File: src/rtl/rxfc_pkg.sv
package rxfc_pkg;

   typedef enum logic [1:0] {
      RSV_NONE  = 2'b00,
      RSV_TWO   = 2'b01,
      RSV_FOUR  = 2'b10,
      RSV_EIGHT = 2'b11
   } reserve_sel_e;

   typedef struct packed {
      logic ferr;
      logic perr;
   } err_tag_t;

   localparam int unsigned TAG_W = $bits(err_tag_t);

   // Free entries kept in reserve for each select code.
   function automatic int unsigned reserve_entries(input logic [1:0] sel);
      case (sel)
         RSV_TWO:   return 2;
         RSV_FOUR:  return 4;
         RSV_EIGHT: return 8;
         default:   return 0;
      endcase
   endfunction

endpackage

File: src/rtl/rxfc_store.sv
module rxfc_store
   import rxfc_pkg::*;
#(
   parameter int unsigned DATA_W = 8,
   parameter int unsigned DEPTH  = 16,
   localparam int unsigned PTR_W = $clog2(DEPTH),
   localparam int unsigned CNT_W = PTR_W + 1,
   localparam int unsigned ENT_W = DATA_W + TAG_W
) (
   input  logic              clk,
   input  logic              rst_n,
   input  logic              wr_req,
   input  logic [DATA_W-1:0] wr_data,
   input  err_tag_t          wr_tag,
   input  logic              rd_req,
   output logic [DATA_W-1:0] rd_data,
   output err_tag_t          rd_tag,
   output logic [CNT_W-1:0]  level,
   output logic [CNT_W-1:0]  level_nxt,
   output logic              empty,
   output logic              full,
   output logic              drop
);

   logic [PTR_W-1:0] wptr_q, rptr_q;
   logic [CNT_W-1:0] level_q;
   logic             rd_fire, wr_acc;
   logic [ENT_W-1:0] ent_bus [DEPTH];
   logic [ENT_W-1:0] rd_q;

   assign empty   = (level_q == '0);
   assign full    = (level_q == CNT_W'(DEPTH));
   assign rd_fire = rd_req && !empty;
   // A read in the same cycle frees the slot a full buffer would lack.
   assign wr_acc  = wr_req && (!full || rd_fire);
   assign drop    = wr_req && !wr_acc;

   always_comb begin
      level_nxt = level_q;
      case ({wr_acc, rd_fire})
         2'b10:   level_nxt = level_q + CNT_W'(1);
         2'b01:   level_nxt = level_q - CNT_W'(1);
         default: level_nxt = level_q;
      endcase
   end

   always_ff @(posedge clk) begin
      if (!rst_n) begin
         wptr_q  <= '0;
         rptr_q  <= '0;
         level_q <= '0;
      end else begin
         level_q <= level_nxt;
         if (wr_acc)  wptr_q <= wptr_q + PTR_W'(1);
         if (rd_fire) rptr_q <= rptr_q + PTR_W'(1);
      end
   end

   // One storage register per entry; each loads only when addressed.
   for (genvar gi = 0; gi < DEPTH; gi++) begin : g_ent
      logic [ENT_W-1:0] slot_q;
      always_ff @(posedge clk) begin
         if (wr_acc && (wptr_q == PTR_W'(gi)))
            slot_q <= {wr_tag, wr_data};
      end
      assign ent_bus[gi] = slot_q;
   end

   always_ff @(posedge clk) begin
      if (!rst_n)       rd_q <= '0;
      else if (rd_fire) rd_q <= ent_bus[rptr_q];
   end

   assign rd_data = rd_q[DATA_W-1:0];
   assign rd_tag  = err_tag_t'(rd_q[ENT_W-1:DATA_W]);
   assign level   = level_q;

endmodule

File: src/rtl/rxfc_rts_ctrl.sv
module rxfc_rts_ctrl
   import rxfc_pkg::*;
#(
   parameter int unsigned DEPTH = 16,
   parameter int unsigned HYST  = 1,
   localparam int unsigned CNT_W = $clog2(DEPTH) + 1
) (
   input  logic             clk,
   input  logic             rst_n,
   input  logic             enable,
   input  logic [1:0]       sel,
   input  logic [CNT_W-1:0] level_nxt,
   output logic             rts_n
);

   if (DEPTH < reserve_entries(RSV_EIGHT) + HYST + 1) begin : g_bad_depth
      $error("rxfc_rts_ctrl: DEPTH too small for largest reserve plus hysteresis");
   end

   logic [31:0] free_nxt, stop_at, go_at;

   assign free_nxt = 32'(DEPTH) - 32'(level_nxt);
   assign stop_at  = 32'(reserve_entries(sel));
   assign go_at    = stop_at + 32'(HYST) + 32'd1;

   always_ff @(posedge clk) begin
      if (!rst_n)                 rts_n <= 1'b0;
      else if (!enable)           rts_n <= 1'b0;
      else if (free_nxt <= stop_at) rts_n <= 1'b1;
      else if (free_nxt >= go_at)   rts_n <= 1'b0;
   end

endmodule

File: src/rtl/rxfc_ovr.sv
module rxfc_ovr (
   input  logic clk,
   input  logic rst_n,
   input  logic drop,
   input  logic clear,
   output logic flag
);

   always_ff @(posedge clk) begin
      if (!rst_n)     flag <= 1'b0;
      else if (drop)  flag <= 1'b1;
      else if (clear) flag <= 1'b0;
   end

endmodule

File: src/rtl/rx_flow_fifo.sv
module rx_flow_fifo
   import rxfc_pkg::*;
#(
   parameter int unsigned DATA_W = 8,
   parameter int unsigned DEPTH  = 16,
   parameter int unsigned HYST   = 1,
   localparam int unsigned CNT_W = $clog2(DEPTH) + 1
) (
   input  logic              clk,
   input  logic              rst_n,
   input  logic              chr_valid,
   input  logic [DATA_W-1:0] chr_data,
   input  logic              chr_ferr,
   input  logic              chr_perr,
   input  logic              rd_en,
   output logic [DATA_W-1:0] rd_data,
   output logic              rd_ferr,
   output logic              rd_perr,
   input  logic              fc_enable,
   input  logic [1:0]        fc_thresh,
   input  logic              ovr_clear,
   output logic              rts_n,
   output logic              fifo_empty,
   output logic              fifo_full,
   output logic [CNT_W-1:0]  fill_level,
   output logic              ovr_flag
);

   if ((DEPTH & (DEPTH - 1)) != 0 || DEPTH < 2) begin : g_bad_pow2
      $error("rx_flow_fifo: DEPTH must be a power of two");
   end
   if (DATA_W == 0) begin : g_bad_width
      $error("rx_flow_fifo: DATA_W must be non-zero");
   end

   err_tag_t         in_tag, out_tag;
   logic [CNT_W-1:0] level_nxt;
   logic             drop;

   assign in_tag = '{ferr: chr_ferr, perr: chr_perr};

   rxfc_store #(.DATA_W(DATA_W), .DEPTH(DEPTH)) u_store (
      .clk       (clk),
      .rst_n     (rst_n),
      .wr_req    (chr_valid),
      .wr_data   (chr_data),
      .wr_tag    (in_tag),
      .rd_req    (rd_en),
      .rd_data   (rd_data),
      .rd_tag    (out_tag),
      .level     (fill_level),
      .level_nxt (level_nxt),
      .empty     (fifo_empty),
      .full      (fifo_full),
      .drop      (drop)
   );

   rxfc_rts_ctrl #(.DEPTH(DEPTH), .HYST(HYST)) u_rts (
      .clk       (clk),
      .rst_n     (rst_n),
      .enable    (fc_enable),
      .sel       (fc_thresh),
      .level_nxt (level_nxt),
      .rts_n     (rts_n)
   );

   rxfc_ovr u_ovr (
      .clk   (clk),
      .rst_n (rst_n),
      .drop  (drop),
      .clear (ovr_clear),
      .flag  (ovr_flag)
   );

   assign rd_ferr = out_tag.ferr;
   assign rd_perr = out_tag.perr;

endmodule

File: config.mk
export PLATFORM = sky130hd
export DESIGN_NAME = rx_flow_fifo
export DESIGN_NICKNAME = d
export VERILOG_FILES = /design/src/rtl/rxfc_pkg.sv /design/src/rtl/rxfc_store.sv /design/src/rtl/rxfc_rts_ctrl.sv /design/src/rtl/rxfc_ovr.sv /design/src/rtl/rx_flow_fifo.sv
export SDC_FILE = /design/constraint.sdc
export NUM_CORES = 1
export LEC_CHECK = 0
export BUFFER_PORTS_ARGS = -buffer_cell sky130_fd_sc_hd__buf_2
export CAP_MARGIN = 20
export CORE_ASPECT_RATIO = 0.7
export CORE_UTILIZATION = 25
export DETAILED_ROUTE_END_ITERATION = 6
export PLACE_DENSITY = 0.43
export SETUP_SLACK_MARGIN = 0.5
export SLEW_MARGIN = 20
export SYNTH_ARGS = -nofsm -noshare
export SYNTH_HDL_FRONTEND = slang
export SYNTH_HIERARCHICAL = 1
export SYNTH_SLANG_ARGS = --single-unit
File: constraint.sdc
create_clock -name clk -period 7.4 [get_ports clk]
set_input_delay 0.37 -clock clk [delete_from_list [all_inputs] [get_ports clk]]
set_output_delay 0.37 -clock clk [all_outputs]
set_load 0.01 [all_outputs]
# ---- After elaboration in Yosys (flattened, before gate mapping)
# Cells that the tools add are included.
dict set report classes {
  addsub 7
  bitwise 1
  n_mul 0
  magnitude_cmp 3
  shift 0
  muxes 9
  div_mod_pow 0
  reduce_logical 28
  n_eq_ne 21
}
# op n
set op_table {}
lappend op_table {{$bmux W10 S4} 1}
lappend op_table {{$add A32 B1 Y32 const B} 1}
lappend op_table {{$eq A4 B4 Y1 const B} 8}
lappend op_table {{$ge A32 B32 Y1} 1}
lappend op_table {{$le A32 B4 Y1} 1}
lappend op_table {{$mux W10} 2}
lappend op_table {{$logic_and A1 B1 Y1} 19}
lappend op_table {{$eq A4 B3 Y1 const B} 4}
lappend op_table {{$pmux W4 S3} 1}
lappend op_table {{$pmux W5 S2} 1}
lappend op_table {{$add A4 B1 Y4 const B} 2}
lappend op_table {{$eq A4 B2 Y1 const B} 2}
lappend op_table {{$eq A2 B2 Y1 const B} 3}
lappend op_table {{$sub A5 B5 Y6 const A} 1}
lappend op_table {{$add A4 B1 Y5 const B} 1}
lappend op_table {{$add A5 B1 Y5 const B} 1}
lappend op_table {{$eq A5 B5 Y1 const B} 1}
lappend op_table {{$ge A5 B5 Y1 const B} 1}
lappend op_table {{$logic_not A5 Y1} 1}
lappend op_table {{$not A4 Y5} 1}
lappend op_table {{$sub A5 B1 Y5 const B} 1}
lappend op_table {{$eq A2 B1 Y1 const B} 2}
lappend op_table {{$eq A4 B1 Y1 const B} 1}
lappend op_table {{$logic_not A4 Y1} 1}
lappend op_table {{5 further kinds} 11}
dict set report totals {
  ff_bits 185
  latchBits 0
  mem_count 0
  output_inout_bits 19
  mem_bits_ro 0
  ram_bits 0
}

# ---- Longest topological paths before layout
# Gate-level depths: netlist of the first run.
dict set report depth {
  word_depth 11
  mapped_depth 15
}

# ---- Modules after synthesis
# The synthesis of the first run kept the hierarchy.
# mod instances cells_per_inst seq_area_each_um2 area_each_um2
set by_module_without_submodules {}
lappend by_module_without_submodules {rxfc_store 1 459 5265.0 7467.2}
lappend by_module_without_submodules {rxfc_rts_ctrl 1 39 20.0 299.0}
lappend by_module_without_submodules {rxfc_ovr 1 3 20.0 41.3}

# ---- Worst setup path after synthesis of the first run
# OpenSTA, ideal clock, no wires.
dict set report synth_timing {
  path_type {reg-to-reg}
  start {register u_store.level_q[0], in the netlist u_store/level[0]}
  end {register u_rts.rts_n}
  path_stages_with_launch 16
  setup_ns 0.066
  arrival_ns 3.778
  slack_ns 3.556
  path_buffers 2
  path_cell_list {dfxtp_1 -> or4_1 -> buf_6 -> o21ai_2 -> buf_2 -> nor2_1 -> ha_1 -> a21oi_1 -> a21oi_1 -> o31ai_1 -> xnor2_1 -> ha_1 -> nor3b_1 -> a2bb2oi_1 -> a2111o_1 -> a21oi_2}
}
dict set report synth_via {
  elab_chain_len 10
}
# element line
set synth_rtl {}
lappend synth_rtl {{start: declaration} rxfc_store.sv:26} ;# logic [CNT_W-1:0] level_q;
lappend synth_rtl {{start signal: assignment} rxfc_store.sv:53} ;# level_q <= level_nxt;
lappend synth_rtl {{$logic_not A5 Y1} rxfc_store.sv:31} ;# assign empty = (level_q == '0);
lappend synth_rtl {{$logic_not A1 Y1} rxfc_store.sv:33} ;# assign rd_fire = rd_req && !empty;
lappend synth_rtl {{$logic_and A1 B1 Y1} rxfc_store.sv:33}
lappend synth_rtl {{$logic_or A1 B1 Y1} rxfc_store.sv:35} ;# assign wr_acc = wr_req && (!full || rd_fire);
lappend synth_rtl {{$logic_and A1 B1 Y1} rxfc_store.sv:35}
lappend synth_rtl {{$eq A2 B1 Y1 / $eq A2 B2 Y1 (equally long branches)} rxfc_store.sv:40} ;# case ({wr_acc, rd_fire})
lappend synth_rtl {{$pmux W5 S2 (*)} rxfc_store.sv:40}
lappend synth_rtl {{named net level_nxt[3]} rx_flow_fifo.sv:37} ;# logic [CNT_W-1:0] level_nxt;
lappend synth_rtl {{$sub A5 B5 Y6 (*)} rxfc_rts_ctrl.sv:22} ;# assign free_nxt = 32'(DEPTH) - 32'(level_nxt);
lappend synth_rtl {{$le A32 B4 Y1 / $ge A32 B32 Y1 (equally long branches)} {rxfc_rts_ctrl.sv:29, rxfc_rts_ctrl.sv:30}}
lappend synth_rtl {{$mux W1 / $reduce_bool A2 Y1 (equally long branches)} --}
lappend synth_rtl {{end signal: assignment} rxfc_rts_ctrl.sv:28} ;# else if (!enable) rts_n <= 1'b0;
lappend synth_rtl {{end signal: assignment} rxfc_rts_ctrl.sv:29} ;# else if (free_nxt <= stop_at) rts_n <= 1'b1;
lappend synth_rtl {{end signal: assignment} rxfc_rts_ctrl.sv:30} ;# else if (free_nxt >= go_at) rts_n <= 1'b0;
lappend synth_rtl {{end: declaration} rxfc_rts_ctrl.sv:13} ;# output logic rts_n
# Mark *: on every way through the listed nets, which the timed path passes. The rest lies on a longest branch.
# A chain may end at the register's enable or synchronous reset.

# ---- Worst setup path in the final report of the first run
# Same ends and word-level chain as after synthesis.

==> results of run 1 <==
## cells in the mapped netlist (3+ instances only)
cell	number
edfxtp_1	160
mux2i_1	47
dfxtp_1	25
nor2_1	23
o22ai_1	21
mux4_2	20
nand2_1	18
a21oi_1	16
ha_1	16
inv_1	16
nor3_1	15
buf_1	12
o21ai_0	12
a22oi_1	10
nand3_1	8
buf_2	7
clkbuf_1	7
xnor2_1	6
nand2b_1	5
or3_1	5
nand4_1	4
a211oi_1	3
nor2b_1	3
xor2_1	3
## logic make-up after synthesis
| kind of cell | after synthesis | synth area share, % |
|---|---|---|
| DFF | 185 | 67.9 |
| and+or+nand+nor | 93 | 6.07 |
| AOI/OAI and AO/OA | 82 | 6.97 |
| muxes | 72 | 12.9 |
| buffers and inverters | 43 | 2.28 |
| adders and majority gates | 17 | 2.82 |
| xor gates and xnor gates | 9 | 1.01 |
## registers in the layout, summed over array words and instances (netlist names)
name                  flops
u_ovr/flag                1
u_store/rd_q             10
u_store/rptr_q            4
u_store/level             5
u_rts/rts_n               1
u_store/g_ent.slot_q    160
u_store/wptr_q            4
## per-layer routing
metal  up-vias  share of wire [%]  routed length (µm)  track usage (%)
met4         0                1.4                 252             4.04
li1       2034                  -                   -                -
met3        14                4.0                 749             3.15
met1      2297                 50                9240             17.2
met2        77                 45                8300             18.2
met5         -                  0                   0                0
## area by class of cell
class / count / area (µm²)
clock buffer: 19 / 443
clock inverter: 13 / 97.6
inverter: 16 / 60.1
fill: 3028 / 21300
timing repair buffer: 44 / 251
tap: 412 / 515
multi-input combinational: 273 / 2350
sequential: 185 / 5310
## final timing paths
kind | depth (start not counted) | slack (ns) | to | startpoint
setup / recovery | 13 | 2.57 | u_rts/rts_n | u_store/level[0]
hold / removal | 3 | 0.19 | u_rts/rts_n | fc_enable
setup reg to reg | 13 | 2.57 | u_rts/rts_n | u_store/level[0]
hold reg to reg | 2 | 0.57 | u_store/rd_q[6] | u_store/rd_q[6]
## layout by cell type, fill, tap and decap left out, drive strengths merged, types with 3 or more instances in the layout
cell | synthesis | final
or3 | 5 | 5
xor2 | 3 | 3
mux2i | 49 | 49
edfxtp | 160 | 160
o21ai | 15 | 15
a21oi | 18 | 18
o22ai | 21 | 21
mux2 | 3 | 3
nand2 | 18 | 18
ha | 16 | 16
buf | 20 | 44
a22oi | 10 | 10
nor2 | 23 | 23
a211oi | 3 | 3
nand2b | 5 | 5
inv | 16 | 18
nor2b | 4 | 4
nand4 | 4 | 4
nand3 | 8 | 8
clkinvlp | 0 | 7
nor3 | 15 | 15
xnor2 | 6 | 6
dfxtp | 25 | 25
clkbuf | 7 | 19
mux4 | 20 | 20
clkinv | 0 | 4
## power by group
part | internal, mW | total [mW] | switching, mW | leakage, nW
Sequential | 1.20 | 1.28 | 0.0840 | 1.65
Clock | 0.440 | 0.838 | 0.399 | 0.244
Combinational | 0.374 | 0.911 | 0.537 | 0.951
## per-stage QoR
step	worst slack [ns]	hold slack, ns	utilization, %
4_1_cts	2.62	0.156	29.7
5_1_grt	2.37	0.166	29.7
2_1_floorplan	3.56	0.469	-
6_report	2.57	0.190	29.7
3_5_place_dp	2.62	0.548	27.9
3_3_place_gp	2.90	0.532	27.8
## worst max-delay path: cells and delay by family, from the launching register on
kind / cells / cell delay (ns)
AOI/OAI and AO/OA: 7 / 2.19
xor gates and xnor gates: 1 / 0.16
adders and majority gates: 2 / 0.77
DFF: 1 / 0.41
and+or+nand+nor: 3 / 1.25
==> impl_metrics.csv, run 1 <==
group,metric,value,unit
timing,fmax,207,MHz
critical_path,arrival,5.20,ns
die,die_w,213,µm
place,port-buffer-count,36,
timing,setup_tns,0,ns
layout,diodes,0,
clocking,hold_buffers,0,
clocking,cts.clk_slew.worst_paths,0.07,ns
place,gp_congestion,0.797,
timing,rsz0062_at_grt,"no",
timing,final-hold-violation-count,0,
yosys,syn_area,7810,µm²
pwr,pwr_density_cell,336,nW/µm²
detailed_routing,wl_per_cell,19.3,µm
die,core_area,30400,µm²
yosys,synth_edf_count,160,
yosys,yosys.area.top_type,"edfxtp_1",
layout,finalNetCount,572,
clocking,cts-resized-gates,0,
critical_path,start_kind,"flop",
detailed_routing,postRouteAntennaNets,0,
detailed_routing,routed_wl,18500,µm
run_status,status,"finished clean",
clocking,cts_buffers,17,
critical_path,crit_path_max_incr_delay,0.82,ns
timing,post-route-min-period,4.83,ns
clocking,cts_tree,"yes",
detailed_routing,viasPerCell,4.60,
grt,first_global_vias,4448,
clocking,clkLatencyLatePin,0.43,ns
yosys,synth_cells,501,
detailed_routing,drtIter0Drc,299,
timing,fin_crit_sh,65.3,%
pwr,ir_drop,0.117,mV
die,die_h,150,µm
grt,gr-total-overflow,0,
die,pin_count,37,
yosys,synth-seq-cells,185,
layout,final_area,9030,µm²
yosys,synthTopCellsByArea,"edfxtp_1, dfxtp_1, mux2i_1, mux4_2, ha_1",
detailed_routing,via_count,4422,
timing,final-max-slew-violation-count,0,
yosys,dominantRegCellSynth,"edfxtp_1",
pwr,leakage,2.85,nW
place,hpwl,12200,µm
yosys,synth_top_area_share,61.5,%
grt,grt_pass1_wl,27700,µm
layout,instances_no_fill,962,
critical_path,required,7.77,ns
hold_path,hp-class,"primary input to flop",
die,rows,53,
grt,antenna_found_initial,0,
place,placed_area,8480,µm²
place,dp.cells,930,
clocking,root_buffer,"clkbuf_16",
critical_path,crit_slowest_cell,"or4_1",
yosys,syn_avg_cell_area,15.6,µm²
layout,area_growth,15.6,%
layout,layout-drive-gt1-share,20.9,%
critical_path,cp_max_fo,15,
pwr,p_total,3.03,mW
clocking,cts_buffer_depth,2,
yosys,async_flop_share,0,%
critical_path,endpoint_kind,"flop",
clocking,cts_sinks,185,
grt,grt_max_degree,64,
clocking,post_cts_buffers,0,
die,die-area,32000,µm²
timing,relSlewSlack,24.0,%
run,drv_cap,0,
timing,max_slew.worst_pin.slew,1.14,ns
timing,setup_viol,0,
detailed_routing,drc,0,
yosys,yosysSeqAreaShare,67.9,%
critical_path,path_class,"flop to flop",
timing,fin_skew,0.0123,ns
detailed_routing,dr.pass1.iters,4,
yosys,synth.net_count,536,
grt,track_usage,12.2,%
yosys,synth.distinct_cells,52,
die,initial_utilization,25.7,%
clocking,htree_levels,4,
critical_path,path_cells,"or4_1, o21ai_2, nor2_1, ha_1, a21oi_1, a21oi_1, o31ai_1, xnor2_1, ha_1, nor3b_1, a2bb2oi_1, a2111o_1, a21oi_2",
yosys,ys.warnings.count,6,
No activity file was read; power rests on OpenSTA's default activity.
==> run 2: changes to the inputs <==
- ABC_AREA: default -> 1
- clock period: 7.4 -> 4.8 ns (I/O delays scaled with it)
==> run 2 against run 1 <==
First-iteration DRC count is 43% higher; die area up 8.8%; non-clock buffer count rose by 14; core utilization shrank 0.38 points; fmax up 53%; clock skew increased by 0.0012 ns; total power grew 68%; cell count up 42%; global-route usage increased by 1.4 points; critical path depth increased by 10; final area up 8.9%; sequential power increased by 50%.
==> impl_metrics.csv, run 2 <==
group,metric,value,unit
run_status,status,"finished clean",
clocking,root_buffer,"clkbuf_16",
place,gp_congestion,0.796,
die,die_h,156,µm
yosys,synth_xor_area_share,0.309,%
detailed_routing,dr.pass1.iters,5,
clocking,cts-resized-gates,0,
yosys,synthTopCellsByArea,"edfxtp_1, nand2_1, nand3_1, dfxtp_1, inv_1",
layout,finish.utilization,29.3,%
clocking,cts_tree,"yes",
layout,final_cell_mix,"nand2_1, edfxtp_1, inv_1",
yosys,synth_top_family_by_area,"simple AND/OR/NAND/NOR gates",
critical_path,start_kind,"flop",
place,port-buffer-count,36,
layout,layout-drive-gt1-share,12.9,%
yosys,async_flop_share,0,%
hold_path,hp-class,"primary input to flop",
critical_path,endpoint_kind,"flop",
layout,diodes,0,
place,hpwl,13900,µm
yosys,synth_top_area_share,56.5,%
grt,grt_max_degree,82,
layout,final_area,9830,µm²
grt,first_global_vias,5344,
layout,top_register,"u_store/g_ent.slot_q",
yosys,dominantRegCellSynth,"edfxtp_1",
clocking,cts_buffer_depth,2,
timing,max_slew.worst_pin.slew,1.02,ns
timing,fin_skew,0.0135,ns
detailed_routing,via_count,5774,
timing,final-max-slew-violation-count,0,
die,die-area,34800,µm²
pwr,leakage,4.16,nW
die,initial_utilization,25.4,%
yosys,synth.net_count,913,
layout,final_common_cell,"nand2_1",
grt,antenna_found_initial,0,
yosys,synth_cells,878,
die,pin_count,37,
clocking,post_cts_buffers,0,
layout,area_growth,15.6,%
grt,grt_util_met1,20.7,%
grt,grt_pass1_wl,34700,µm
grt,use_met2,19.5,%
die,die_w,222,µm
timing,final-hold-violation-count,0,
timing,setup_tns,0,ns
critical_path,path_class,"flop to flop",
yosys,yosys.area.top_type,"edfxtp_1",
yosys,synth_mux_area_share,0,%
pwr,ir_drop,0.264,mV
die,core_area,33500,µm²
clocking,cts.clk_slew.worst_paths,0.08,ns
grt,gr-total-overflow,0,
clocking,clkLatencyLatePin,0.45,ns
critical_path,timing.rr.start,"u_store/level[0]",
detailed_routing,postRouteAntennaNets,0,
yosys,synth-seq-cells,185,
detailed_routing,drc,0,
grt,track_usage,13.7,%
yosys,synth_edf_count,160,
yosys,synth.distinct_cells,32,
clocking,htree_levels,4,
grt,grtUsageMet3,2.50,%
yosys,yosysSeqAreaShare,62.4,%
detailed_routing,routed_wl,22600,µm
yosys,synthAdderAreaFrac,2.59,%
critical_path,required,5.19,ns
yosys,yosysMostFrequentCell,"nand2_1",
hold_path,worstHoldStart,"ovr_clear",
detailed_routing,wl_per_cell,16.5,µm
clocking,cts_buffers,17,
detailed_routing,viasPerCell,4.22,
timing,rsz0062_at_grt,"no",
die,rows,56,
layout,largest_register_ffs,160,
timing,post-route-min-period,3.15,ns
yosys,syn_avg_cell_area,9.68,µm²
grt,busiest_layer,"met1",
yosys,synth-simple-area-share,23.8,%
timing,fin_crit_sh,65.6,%
yosys,syn_area,8500,µm²
yosys,synthTopCellsByCount,"nand2_1, edfxtp_1, inv_1",
yosys,ys.warnings.count,6,
place,placed_area,9170,µm²
layout,finalNetCount,955,
clocking,cts_sinks,185,
timing,fmax,318,MHz
critical_path,arrival,3.54,ns
clocking,hold_buffers,1,
pwr,pwr_density_cell,519,nW/µm²
critical_path,cp-startpoint,"u_store/level[0]",
timing,relSlewSlack,31.8,%
critical_path,cp_max_fo,6,
run,drv_cap,0,
detailed_routing,drtIter0Drc,427,
timing,setup_viol,0,
yosys,synth_compound_area_share,2.24,%
==> run 2: changes by cell type after synthesis, sizes merged, moves of 10 or more <==
cell   delta
nor3     -15
nand2   +246
mux2i    -49
buf      +10
inv     +120
o22ai    -21
mux4     -20
a22oi    -10
nor2     +51
nand3   +120
==> run 2: worst max-delay path, stage by stage (launching register included) <==
cell,delay (ns)
dfxtp_1,0.50
nor2_4,0.09
nand3_4,0.11
nand3_2,0.14
inv_1,0.18
ha_1,0.30
a21oi_1,0.16
nand2_1,0.08
xnor2_1,0.14
nand2_1,0.07
o21ai_1,0.12
inv_1,0.08
inv_1,0.09
nand3_1,0.10
nand2_1,0.08
inv_1,0.04
ha_1,0.33
nand3_1,0.11
nand2_1,0.05
nor2_1,0.09
nand2_1,0.05
nand2_1,0.05
inv_1,0.04
a21oi_2,0.09
==> run 2: logic make-up after synthesis <==
logic type	Yosys count
simple gates	470
compound gates	32
flops	185
fa+ha+maj	17
buf+inv	171
xor+xnor	3
==> run 2: stage by stage <==
step                      hold slack, ns  worst slack, ns  std cells  power [mW]
final                             0.0456             1.65       1368        5.10
after global routing              0.0324             1.22       1368        5.45
after CTS                         0.0106             1.65       1368        5.14
after detailed placement           0.459             1.67       1335        3.56
after global placement             0.450             1.72       1335        3.57
after floorplan                    0.339             1.96        878        3.12
==> run 2: path summary, 6_finish.rpt <==
kind                            depth (start not counted)     endpoint  slack, ns
worst max register to register                         23  u_rts/rts_n       1.65
worst min-delay path                                    4   u_ovr/flag       0.05
worst max-delay path                                   23  u_rts/rts_n       1.65
worst min register to register                          2   u_ovr/flag       0.47
==> run 2: final cells by class <==
class	instances	area (µm²)
Clock buffer	17	425
Timing Repair Buffer	58	348
Sequential cell	185	5310
Clock inverter	15	225
Tap cell	435	544
Fill cell	3488	23700
Inverter	136	518
Multi-Input combinational cell	522	2460
==> run 2: report_power, final <==
part           internal [mW]  leakage [nW]  switching [mW]
clock network          0.926         0.305           0.651
registers               1.83          1.65          0.0837
logic                  0.505          2.21            1.10
==> run 2: metal layers <==
metal  part of all wire (%)  routed length [µm]  vias up
met1                     55               12400     2762
met2                     41                9320       88
met3                    3.1                 690       15
met4                   0.98                 221        0
li1                       -                   -     2909
met5                      0                   0        -
